==> src/rtl/adcfm_pkg.sv <==
package adcfm_pkg;

  typedef enum logic {
    MODE_LATCH = 1'b0,
    MODE_HYST  = 1'b1
  } fault_mode_e;

endpackage

==> src/rtl/adcfm_window_cmp.sv <==
module adcfm_window_cmp
  import adcfm_pkg::*;
#(
  parameter int W = 16
) (
  input  logic         clk_i,
  input  logic         rst_ni,
  input  logic         smp_vld_i,
  input  logic [W-1:0] smp_i,
  input  logic [W-1:0] lo_i,
  input  logic [W-1:0] hi_i,
  input  logic [W-1:0] in_lo_i,
  input  logic [W-1:0] in_hi_i,
  input  logic         mode_i,
  input  logic         clr_i,
  output logic         flag_nxt_o,
  output logic         flag_o
);

  fault_mode_e mode;
  logic        outer_viol;
  logic        inner_ok;
  logic        flag_q;
  logic        flag_d;
  logic        flag_en;

  assign mode = fault_mode_e'(mode_i);

  always_comb begin
    outer_viol = ($signed(smp_i) < $signed(lo_i)) || ($signed(smp_i) > $signed(hi_i));
    inner_ok   = ($signed(smp_i) >= $signed(in_lo_i)) && ($signed(smp_i) <= $signed(in_hi_i));
  end

  always_comb begin
    flag_d = flag_q;
    if (mode == MODE_HYST) begin
      if (smp_vld_i && outer_viol)    flag_d = 1'b1;
      else if (smp_vld_i && inner_ok) flag_d = 1'b0;
    end else begin
      if (clr_i)                      flag_d = 1'b0;
      if (smp_vld_i && outer_viol)    flag_d = 1'b1;
    end
  end

  assign flag_en = smp_vld_i | clr_i;

  always_ff @(posedge clk_i or negedge rst_ni) begin
    if (!rst_ni)      flag_q <= 1'b0;
    else if (flag_en) flag_q <= flag_d;
  end

  assign flag_nxt_o = flag_d;
  assign flag_o     = flag_q;

  AST_OUTSIDE_SETS: assert property (@(posedge clk_i) disable iff (!rst_ni)
    (smp_vld_i && (($signed(smp_i) < $signed(lo_i)) || ($signed(smp_i) > $signed(hi_i))))
    |=> flag_q) else $error("window violation did not set fault");

  AST_LATCH_HOLD: assert property (@(posedge clk_i) disable iff (!rst_ni)
    (flag_q && !mode_i && !clr_i) |=> flag_q)
    else $error("latched fault dropped without clear");

  AST_HYST_CLR_IGNORED: assert property (@(posedge clk_i) disable iff (!rst_ni)
    (flag_q && mode_i && !smp_vld_i) |=> flag_q)
    else $error("hysteresis fault dropped without sample");

  AST_NO_SAMPLE_NO_SET: assert property (@(posedge clk_i) disable iff (!rst_ni)
    (!flag_q && !smp_vld_i) |=> !flag_q)
    else $error("fault set without a sample");

endmodule

==> src/rtl/adcfm_cal_stage.sv <==
module adcfm_cal_stage #(
  parameter int W = 16
) (
  input  logic         clk_i,
  input  logic         rst_ni,
  input  logic         in_vld_i,
  output logic         in_rdy_o,
  input  logic [W-1:0] in_data_i,
  input  logic [W-1:0] offset_i,
  output logic         out_vld_o,
  input  logic         out_rdy_i,
  output logic [W-1:0] out_data_o
);

  localparam logic [W-1:0] SAT_MAX = {1'b0, {(W-1){1'b1}}};
  localparam logic [W-1:0] SAT_MIN = {1'b1, {(W-1){1'b0}}};

  logic         accept;
  logic [W:0]   sum_ext;
  logic [W-1:0] sum_sat;
  logic         vld_q, vld_d;
  logic [W-1:0] data_q;

  assign in_rdy_o = !vld_q || out_rdy_i;
  assign accept   = in_vld_i && in_rdy_o;

  always_comb begin
    sum_ext = {in_data_i[W-1], in_data_i} + {offset_i[W-1], offset_i};
    if (sum_ext[W] != sum_ext[W-1]) sum_sat = sum_ext[W] ? SAT_MIN : SAT_MAX;
    else                            sum_sat = sum_ext[W-1:0];
  end

  always_comb begin
    vld_d = vld_q;
    if (accept)         vld_d = 1'b1;
    else if (out_rdy_i) vld_d = 1'b0;
  end

  always_ff @(posedge clk_i or negedge rst_ni) begin
    if (!rst_ni) vld_q <= 1'b0;
    else         vld_q <= vld_d;
  end

  always_ff @(posedge clk_i or negedge rst_ni) begin
    if (!rst_ni)     data_q <= '0;
    else if (accept) data_q <= sum_sat;
  end

  assign out_vld_o  = vld_q;
  assign out_data_o = data_q;

  AST_OUT_HOLD: assert property (@(posedge clk_i) disable iff (!rst_ni)
    (vld_q && !out_rdy_i) |=> (vld_q && $stable(data_q)))
    else $error("output changed while stalled");

  AST_SAT_POS: assert property (@(posedge clk_i) disable iff (!rst_ni)
    (accept && !in_data_i[W-1] && !offset_i[W-1]) |=> !data_q[W-1])
    else $error("positive sum wrapped negative");

  AST_SAT_NEG: assert property (@(posedge clk_i) disable iff (!rst_ni)
    (accept && in_data_i[W-1] && offset_i[W-1]) |=> data_q[W-1])
    else $error("negative sum wrapped positive");

endmodule

==> src/rtl/adc_fault_monitor.sv <==
module adc_fault_monitor
  import adcfm_pkg::*;
#(
  parameter int W = 16
) (
  input  logic         clk_i,
  input  logic         rst_ni,
  input  logic         raw_valid_i,
  input  logic [W-1:0] raw_data_i,
  input  logic         filt_valid_i,
  output logic         filt_ready_o,
  input  logic [W-1:0] filt_data_i,
  output logic         out_valid_o,
  input  logic         out_ready_i,
  output logic [W-1:0] out_data_o,
  input  logic [W-1:0] fast_lo_i,
  input  logic [W-1:0] fast_hi_i,
  input  logic [W-1:0] fast_in_lo_i,
  input  logic [W-1:0] fast_in_hi_i,
  input  logic         fast_mode_i,
  input  logic [W-1:0] slow_lo_i,
  input  logic [W-1:0] slow_hi_i,
  input  logic [W-1:0] slow_in_lo_i,
  input  logic [W-1:0] slow_in_hi_i,
  input  logic         slow_mode_i,
  input  logic         fault_clr_i,
  input  logic [W-1:0] cal_offset_i,
  output logic         fault_o
);

  localparam int NCMP = 2;

  logic            filt_accept;
  logic            filt_rdy;
  logic [NCMP-1:0] flag_nxt;
  logic [NCMP-1:0] flag_cur;
  logic            fault_q;
  logic            fault_d;

  assign filt_accept = filt_valid_i && filt_rdy;
  assign filt_ready_o = filt_rdy;

  adcfm_window_cmp #(.W(W)) u_fast_cmp (
    .clk_i     (clk_i),
    .rst_ni    (rst_ni),
    .smp_vld_i (raw_valid_i),
    .smp_i     (raw_data_i),
    .lo_i      (fast_lo_i),
    .hi_i      (fast_hi_i),
    .in_lo_i   (fast_in_lo_i),
    .in_hi_i   (fast_in_hi_i),
    .mode_i    (fast_mode_i),
    .clr_i     (fault_clr_i),
    .flag_nxt_o(flag_nxt[0]),
    .flag_o    (flag_cur[0])
  );

  adcfm_window_cmp #(.W(W)) u_slow_cmp (
    .clk_i     (clk_i),
    .rst_ni    (rst_ni),
    .smp_vld_i (filt_accept),
    .smp_i     (filt_data_i),
    .lo_i      (slow_lo_i),
    .hi_i      (slow_hi_i),
    .in_lo_i   (slow_in_lo_i),
    .in_hi_i   (slow_in_hi_i),
    .mode_i    (slow_mode_i),
    .clr_i     (fault_clr_i),
    .flag_nxt_o(flag_nxt[1]),
    .flag_o    (flag_cur[1])
  );

  adcfm_cal_stage #(.W(W)) u_cal (
    .clk_i     (clk_i),
    .rst_ni    (rst_ni),
    .in_vld_i  (filt_valid_i),
    .in_rdy_o  (filt_rdy),
    .in_data_i (filt_data_i),
    .offset_i  (cal_offset_i),
    .out_vld_o (out_valid_o),
    .out_rdy_i (out_ready_i),
    .out_data_o(out_data_o)
  );

  always_comb fault_d = |flag_nxt;

  always_ff @(posedge clk_i or negedge rst_ni) begin
    if (!rst_ni) fault_q <= 1'b0;
    else         fault_q <= fault_d;
  end

  assign fault_o = fault_q;

  AST_FAULT_OR: assert property (@(posedge clk_i) disable iff (!rst_ni)
    fault_o == (|flag_cur)) else $error("fault output differs from comparator states");

  AST_READY_RULE: assert property (@(posedge clk_i) disable iff (!rst_ni)
    (!out_valid_o) |-> filt_ready_o) else $error("ready low with empty output");

endmodule

==> config.mk <==
export PLATFORM = sky130hd
export DESIGN_NAME = adc_fault_monitor
export DESIGN_NICKNAME = d
export VERILOG_FILES = /design/src/rtl/adcfm_pkg.sv /design/src/rtl/adcfm_window_cmp.sv /design/src/rtl/adcfm_cal_stage.sv /design/src/rtl/adc_fault_monitor.sv
export SDC_FILE = /design/constraint.sdc
export NUM_CORES = 1
export LEC_CHECK = 0
export BUFFER_PORTS_ARGS = -buffer_cell sky130_fd_sc_hd__buf_2
export CORE_MARGIN = 10
export CORE_UTILIZATION = 40
export CTS_BUF_LIST = sky130_fd_sc_hd__clkbuf_8
export DETAILED_ROUTE_END_ITERATION = 12
export PLACE_DENSITY = 0.67
export SYNTH_ARGS = -nofsm -noshare
export SYNTH_HDL_FRONTEND = slang
export SYNTH_SLANG_ARGS = --single-unit
==> constraint.sdc <==
create_clock -name clk_i -period 2.1 [get_ports clk_i]
set_input_delay 0.105 -clock clk_i [delete_from_list [all_inputs] [get_ports clk_i]]
set_output_delay 0.105 -clock clk_i [all_outputs]
set_load 0.05 [all_outputs]
* After elaboration in Yosys (flattened, before gate mapping)
Cells that the tools add are included.
Operators by class: add/subtract/negate cells 1, $lt $le $gt $ge 8, eq/ne operators 1, muxes and demuxes 14, bitwise gates (word level) 2, reductions and logical operators 13
Operators with widths (count):
- 16-bit >= comparator | 2
- 16-bit greater-than comparator | 2
- 16-bit <= comparator | 2
- 16-bit less-than comparator | 2
- 16-bit 2-to-1 mux | 2
- 16-bit by 16-bit adder with 17-bit output | 1
- 1-bit 2-to-1 mux | 12
- 1-bit logical AND | 7
- 1-bit logical OR | 3
- 1-bit bitwise OR | 2
- 2-bit nonzero test | 1
- 2-bit OR reduction | 1
- 1-bit logical NOT | 1
- 1-bit inequality test | 1
Word-level totals: flip-flop bits (word level) 20, bits of input ports 184, output and inout port bits 19

* Depth between registers and ports, before layout
depth after elaboration 8, depth in mapped cells 11, depth with buffers taken out 10

* Cells and area by module
From an unflattened synthesis, not the netlist that was laid out.
Second synthesis, totals: cells, all modules 643, area, all modules 5086.1 um^2
Modules (own cells, without submodules):
- adcfm_window_cmp | times used 2, cells an instance 231, area each 1690.4 um^2, seq. area each 25.0 um^2
- adcfm_cal_stage | times used 1, cells an instance 178, area each 1667.8 um^2, seq. area each 425.4 um^2
- adc_fault_monitor | times used 1, cells an instance 3, area each 37.5 um^2, seq. area each 25.0 um^2

* Worst setup path before layout
Ideal clock, no wire load.
path type input-to-reg, start input filt_data_i[0], end register u_cal.data_q[10] (netlist: u_cal.out_data_o[10]), setup time 0.124 ns, arrival time 2.427 ns, data required time 1.976 ns, slack -0.451 ns, stages on the path 11, buffers on the path 1, cells stage by stage ha_1 -> fa_1 -> a211o_1 -> a211oi_2 -> nor2_1 -> a2111oi_4 -> mux2i_2 -> and2_1 -> buf_2 -> nor2_1 -> o21ai_1
Between the ends: word-level cells in the longest chain between the ends 3
RTL lines:
- start: declaration | line adc_fault_monitor.sv:12 | input logic [W-1:0] filt_data_i,
- 16-bit by 16-bit adder with 17-bit output * | line adcfm_cal_stage.sv:28 | sum_ext = {in_data_i[W-1], in_data_i} + {offset_i[W-1], offset_i};
- 16-bit 2-to-1 mux / 1-bit inequality test (equally long branches) | line adcfm_cal_stage.sv:29 | if (sum_ext[W] != sum_ext[W-1]) sum_sat = sum_ext[W] ? SAT_MIN : SAT_MAX;
- 16-bit 2-to-1 mux * | line adcfm_cal_stage.sv:29
- end signal: assignment | line adcfm_cal_stage.sv:46 | else if (accept) data_q <= sum_sat;
- end: declaration | line adcfm_cal_stage.sv:22 | logic [W-1:0] data_q;
Every way passes the cells marked *; elsewhere a longest branch is shown, timed or not. A chain may end at the register's enable or synchronous reset.

* Final worst setup path
start input filt_data_i[0], end register u_cal.data_q[11] (netlist: u_cal.out_data_o[11])
The elaborated chain is that of the path after synthesis.

==> impl_metrics.csv <==
group,metric,value,unit
drt,finalWirelength,16810,um
clock_tree,clock_latency,0.26,ns
drt,drtIter0Drc,296,
clock_tree,cts.path.max_buffers,2,
timing,post-route-worst-setup-slack,-0.1251,ns
synthesis,synth.area.mux_share,0.005137,
timing,slew-limit-headroom,0.6591,
worst_hold_path,worstHoldPathType,"input port to register",
outcome,status,"finished, violations left",
critical_path,cp_top_family,"compound AO/OA/AOI/OAI gates",
synthesis,syn-mean-instance-area,7.683,um^2
critical_path,cp.arrival,2.37,ns
drt,route.vias.total,5461,
global_route,initial_antenna_violation_count,1,
synthesis,synthAdderAreaFrac,0.3689,
placement,number_of_buffers_added_on_ports,202,
cells_and_area,area_growth_syn_to_layout,45.41,%
critical_path,critPathBufInv,3,
placement,routabilityCongestion,0.9045,
drt,drt_wl_cell,15.65,um
synthesis,synth_enable_flop_cells,0,
synthesis,netlist_area,4871,um^2
synthesis,synth.most_common_cell,"ha_1",
critical_path,critical_path_class,"input port to register",
clock_tree,numClockSinks,20,
synthesis,post_synth_and_or_nand_nor_area_fraction,0.1587,
critical_path,worst_ep_required_time,2.24,ns
floorplanning,core,11960,um^2
cells_and_area,layout.cell_area.non_filler,7083,um^2
timing,report.final.slew_viol_count,0,
clock_tree,cts_tree,"built",
global_route,globalRouteOverflowTotal,0,
floorplanning,fp.dieW,130.4,um
synthesis,synth-compound-area-share,0.2332,
drt,detailedRoute.firstPassIterationCount,4,
synthesis,number_of_synthesized_register_bits,20,
clock_tree,clkTransAtPathRegs,0.07,ns
timing,layout_worst_path_cycle_share,1.060,
global_route,via_count_of_the_first_global_routing_pass,5666,
drt,ant_nets,0,
synthesis,post_synth_inst_count,634,
cells_and_area,fillers,1079,
synthesis,yosys_warnings,0,
synthesis,synth-async-reset-ratio,1.000,
global_route,grt_first_pass_wirelength,26430,um
synthesis,ys.flop_type,"dfrtp_1",
timing,max_freq,0.4494,GHz
cells_and_area,postLayoutCoreUtil,0.5922,
synthesis,synth_top_cell_area_share,0.3648,
placement,detailedPlace.worstSlack,-0.4386,ns
timing,period_minus_slack,2.225,ns
synthesis,synthTopCellsByCount,"ha_1, inv_1, a21oi_1",
power,maximum_vdd_ir_drop,0.2065,mV
synthesis,synth_seq_area_share,0.1027,
clock_tree,clock-root-buffer,"clkbuf_8",
placement,dp.final_hpwl,15100,um
timing,hold_viol_final,0,
floorplanning,initial_core_util,0.4072,
floorplanning,floorplan.io_pins,203,
timing,worst-slew-pin-transition,0.4985,ns
synthesis,top_area_cells_in_the_synthesized_netlist,"ha_1, dfrtp_1, inv_1",
critical_path,slowest_delay,0.36,ns
cells_and_area,post_route_cells_drive_above_1_share,0.3801,
timing,final-setup-viol-count,16,
clock_tree,cts-htree-levels,1,
critical_path,critical_path.max_fanout,6,
critical_path,setup.worst_path.start_class,"input port",
power,power.static_leakage,4.129,nW
clock_tree,tritoncts.num_buffers,3,
drt,drt_drc_violations_left,0,
job,max_cap_viol_count,0,
floorplanning,placementRows,40,
synthesis,synth_top_family_by_area,"adder cells",
synthesis,yosysUniqueCellTypes,61,
synthesis,syn-num-nets,961,
timing,clock_skew,0.005614,ns
timing,totalNegativeSetupSlack,-1.410,ns
cells_and_area,num-nets-final,1255,
floorplanning,die_outline_height,130.4,um
floorplanning,die-area,16990,um^2
power,p_total,0.002749,W
outcome,violated_checks,"setup timing",
timing,grt_setup_unrepaired,"yes",
synthesis,synth_top_cell_by_area,"ha_1",
synthesis,synth_xor_area_frac,0.02517,
drt,vias_per_cell,5.085,
placement,post_dp_cell_area,6788,um^2
critical_path,critical_path.endpoint_type,"register",
global_route,grt_util_all_layers,0.1898,
global_route,grt_start_max_net_pins,22,
critical_path,worstPathCellList,"buf_8 > ha_4 > fa_2 > a211o_1 > a211oi_2 > nor2_2 > a2111oi_4 > buf_4 > a31oi_4 > nand3_2 > buf_6 > o21ai_1",
power,power_per_cell_area,388.1,nW/um^2
critical_path,critical_path.slowest_cell,"a2111oi_4",
flip-flops by register name, indices dropped and copies added, names as in the netlist:
| signal | count |
|---|---|
| fault_o | 1 |
| u_cal.out_data_o | 16 |
| u_fast_cmp.flag_o | 1 |
| u_cal.out_vld_o | 1 |
| u_slow_cmp.flag_o | 1 |
worst reg2reg max path, delay by kind of cell, from the launching register on:
kind               cells  cell delay [ns]
AOI/OAI and AO/OA      3             0.63
and+or+nand+nor        3             0.49
DFF                    1             0.38
placed cells by master (no fill, tap or decap), drive strengths merged, types with 7 or more instances in the layout:
| cell | count |
|---|---|
| a21o | 22 |
| a21oi | 46 |
| buf | 295 |
| dfrtp | 20 |
| ha | 142 |
| inv | 129 |
| nand2 | 43 |
| nand3 | 13 |
| nand4 | 16 |
| nor2 | 33 |
| o211ai | 11 |
| o21a | 7 |
| o21ai | 36 |
| xnor2 | 8 |
logic make-up (layout without fill, tap and decap cells):
kind of cell / Yosys count / after routing
compound gates: 170 / 170
simple gates: 148 / 149
fa+ha+maj: 143 / 143
buf+inv: 137 / 428
flops: 20 / 20
xor+xnor: 14 / 14
mux: 2 / 2
other cells: 0 / 1
power breakdown:
group          internal (W)  switching, W  total, W  leakage, nW
combinational      0.000851       0.00113   0.00198         3.87
clock              0.000128      0.000123  0.000251       0.0216
sequential         0.000472     0.0000492  0.000521        0.235
total               0.00145       0.00130   0.00275         4.13
metal layers:
layer | global-route usage | vias to the layer above | share of wire
met5 | 0 | - | 0
met3 | 0.02637 | 23 | 0.057
met2 | 0.3282 | 148 | 0.47
met4 | 0.04709 | 0 | 0.021
met1 | 0.2423 | 2435 | 0.45
li1 | - | 2855 | -
final timing paths:
path                                     start                   end  slack, ns  cells past startpoint
hold reg to reg            u_cal.out_data_o[0]   u_cal.out_data_o[0]       0.48                      2
max in group asynchronous               rst_ni  u_cal.out_data_o[15]       1.43                      2
setup / recovery                filt_data_i[0]  u_cal.out_data_o[11]      -0.13                     12
hold / removal                    filt_valid_i       u_cal.out_vld_o       0.18                      2
min in group asynchronous               rst_ni   u_cal.out_data_o[0]       0.34                      2
setup reg to reg               u_cal.out_vld_o               fault_o       0.50                      6
what timing repair did:
item	CTS	global route
hold buffers	1	0
pin swaps	5	8
endpoints found under the hold margin	20	0
buffers inserted	2	4
cloned	2	0
gates resized for setup	24	30
endpoints found under the setup margin	16	18
metrics by stage:
| step | std cells | hold WS [ns] |
|---|---|---|
| 2_1_floorplan | 634 | -0.1906 |
| 3_3_place_gp | 1063 | 0.07369 |
| 3_5_place_dp | 1063 | 0.07733 |
| 4_1_cts | 1071 | 0.1816 |
| 5_1_grt | 1074 | 0.1794 |
| 6_report | 1074 | 0.1830 |
layout make-up:
cell class / instances / area (um^2) / share of cell area
Multi-Input combinational cell: 478 / 4085 / 0.5768
Antenna cell: 1 / 2.502 / 0.0003533
Timing Repair Buffer: 296 / 1780 / 0.2514
Tap cell: 147 / 183.9 / 0.02597
Sequential cell: 20 / 500.5 / 0.07066
Inverter: 129 / 489.2 / 0.06907
Clock buffer: 3 / 41.29 / 0.005829
No activity file was read; power rests on OpenSTA's default activity.
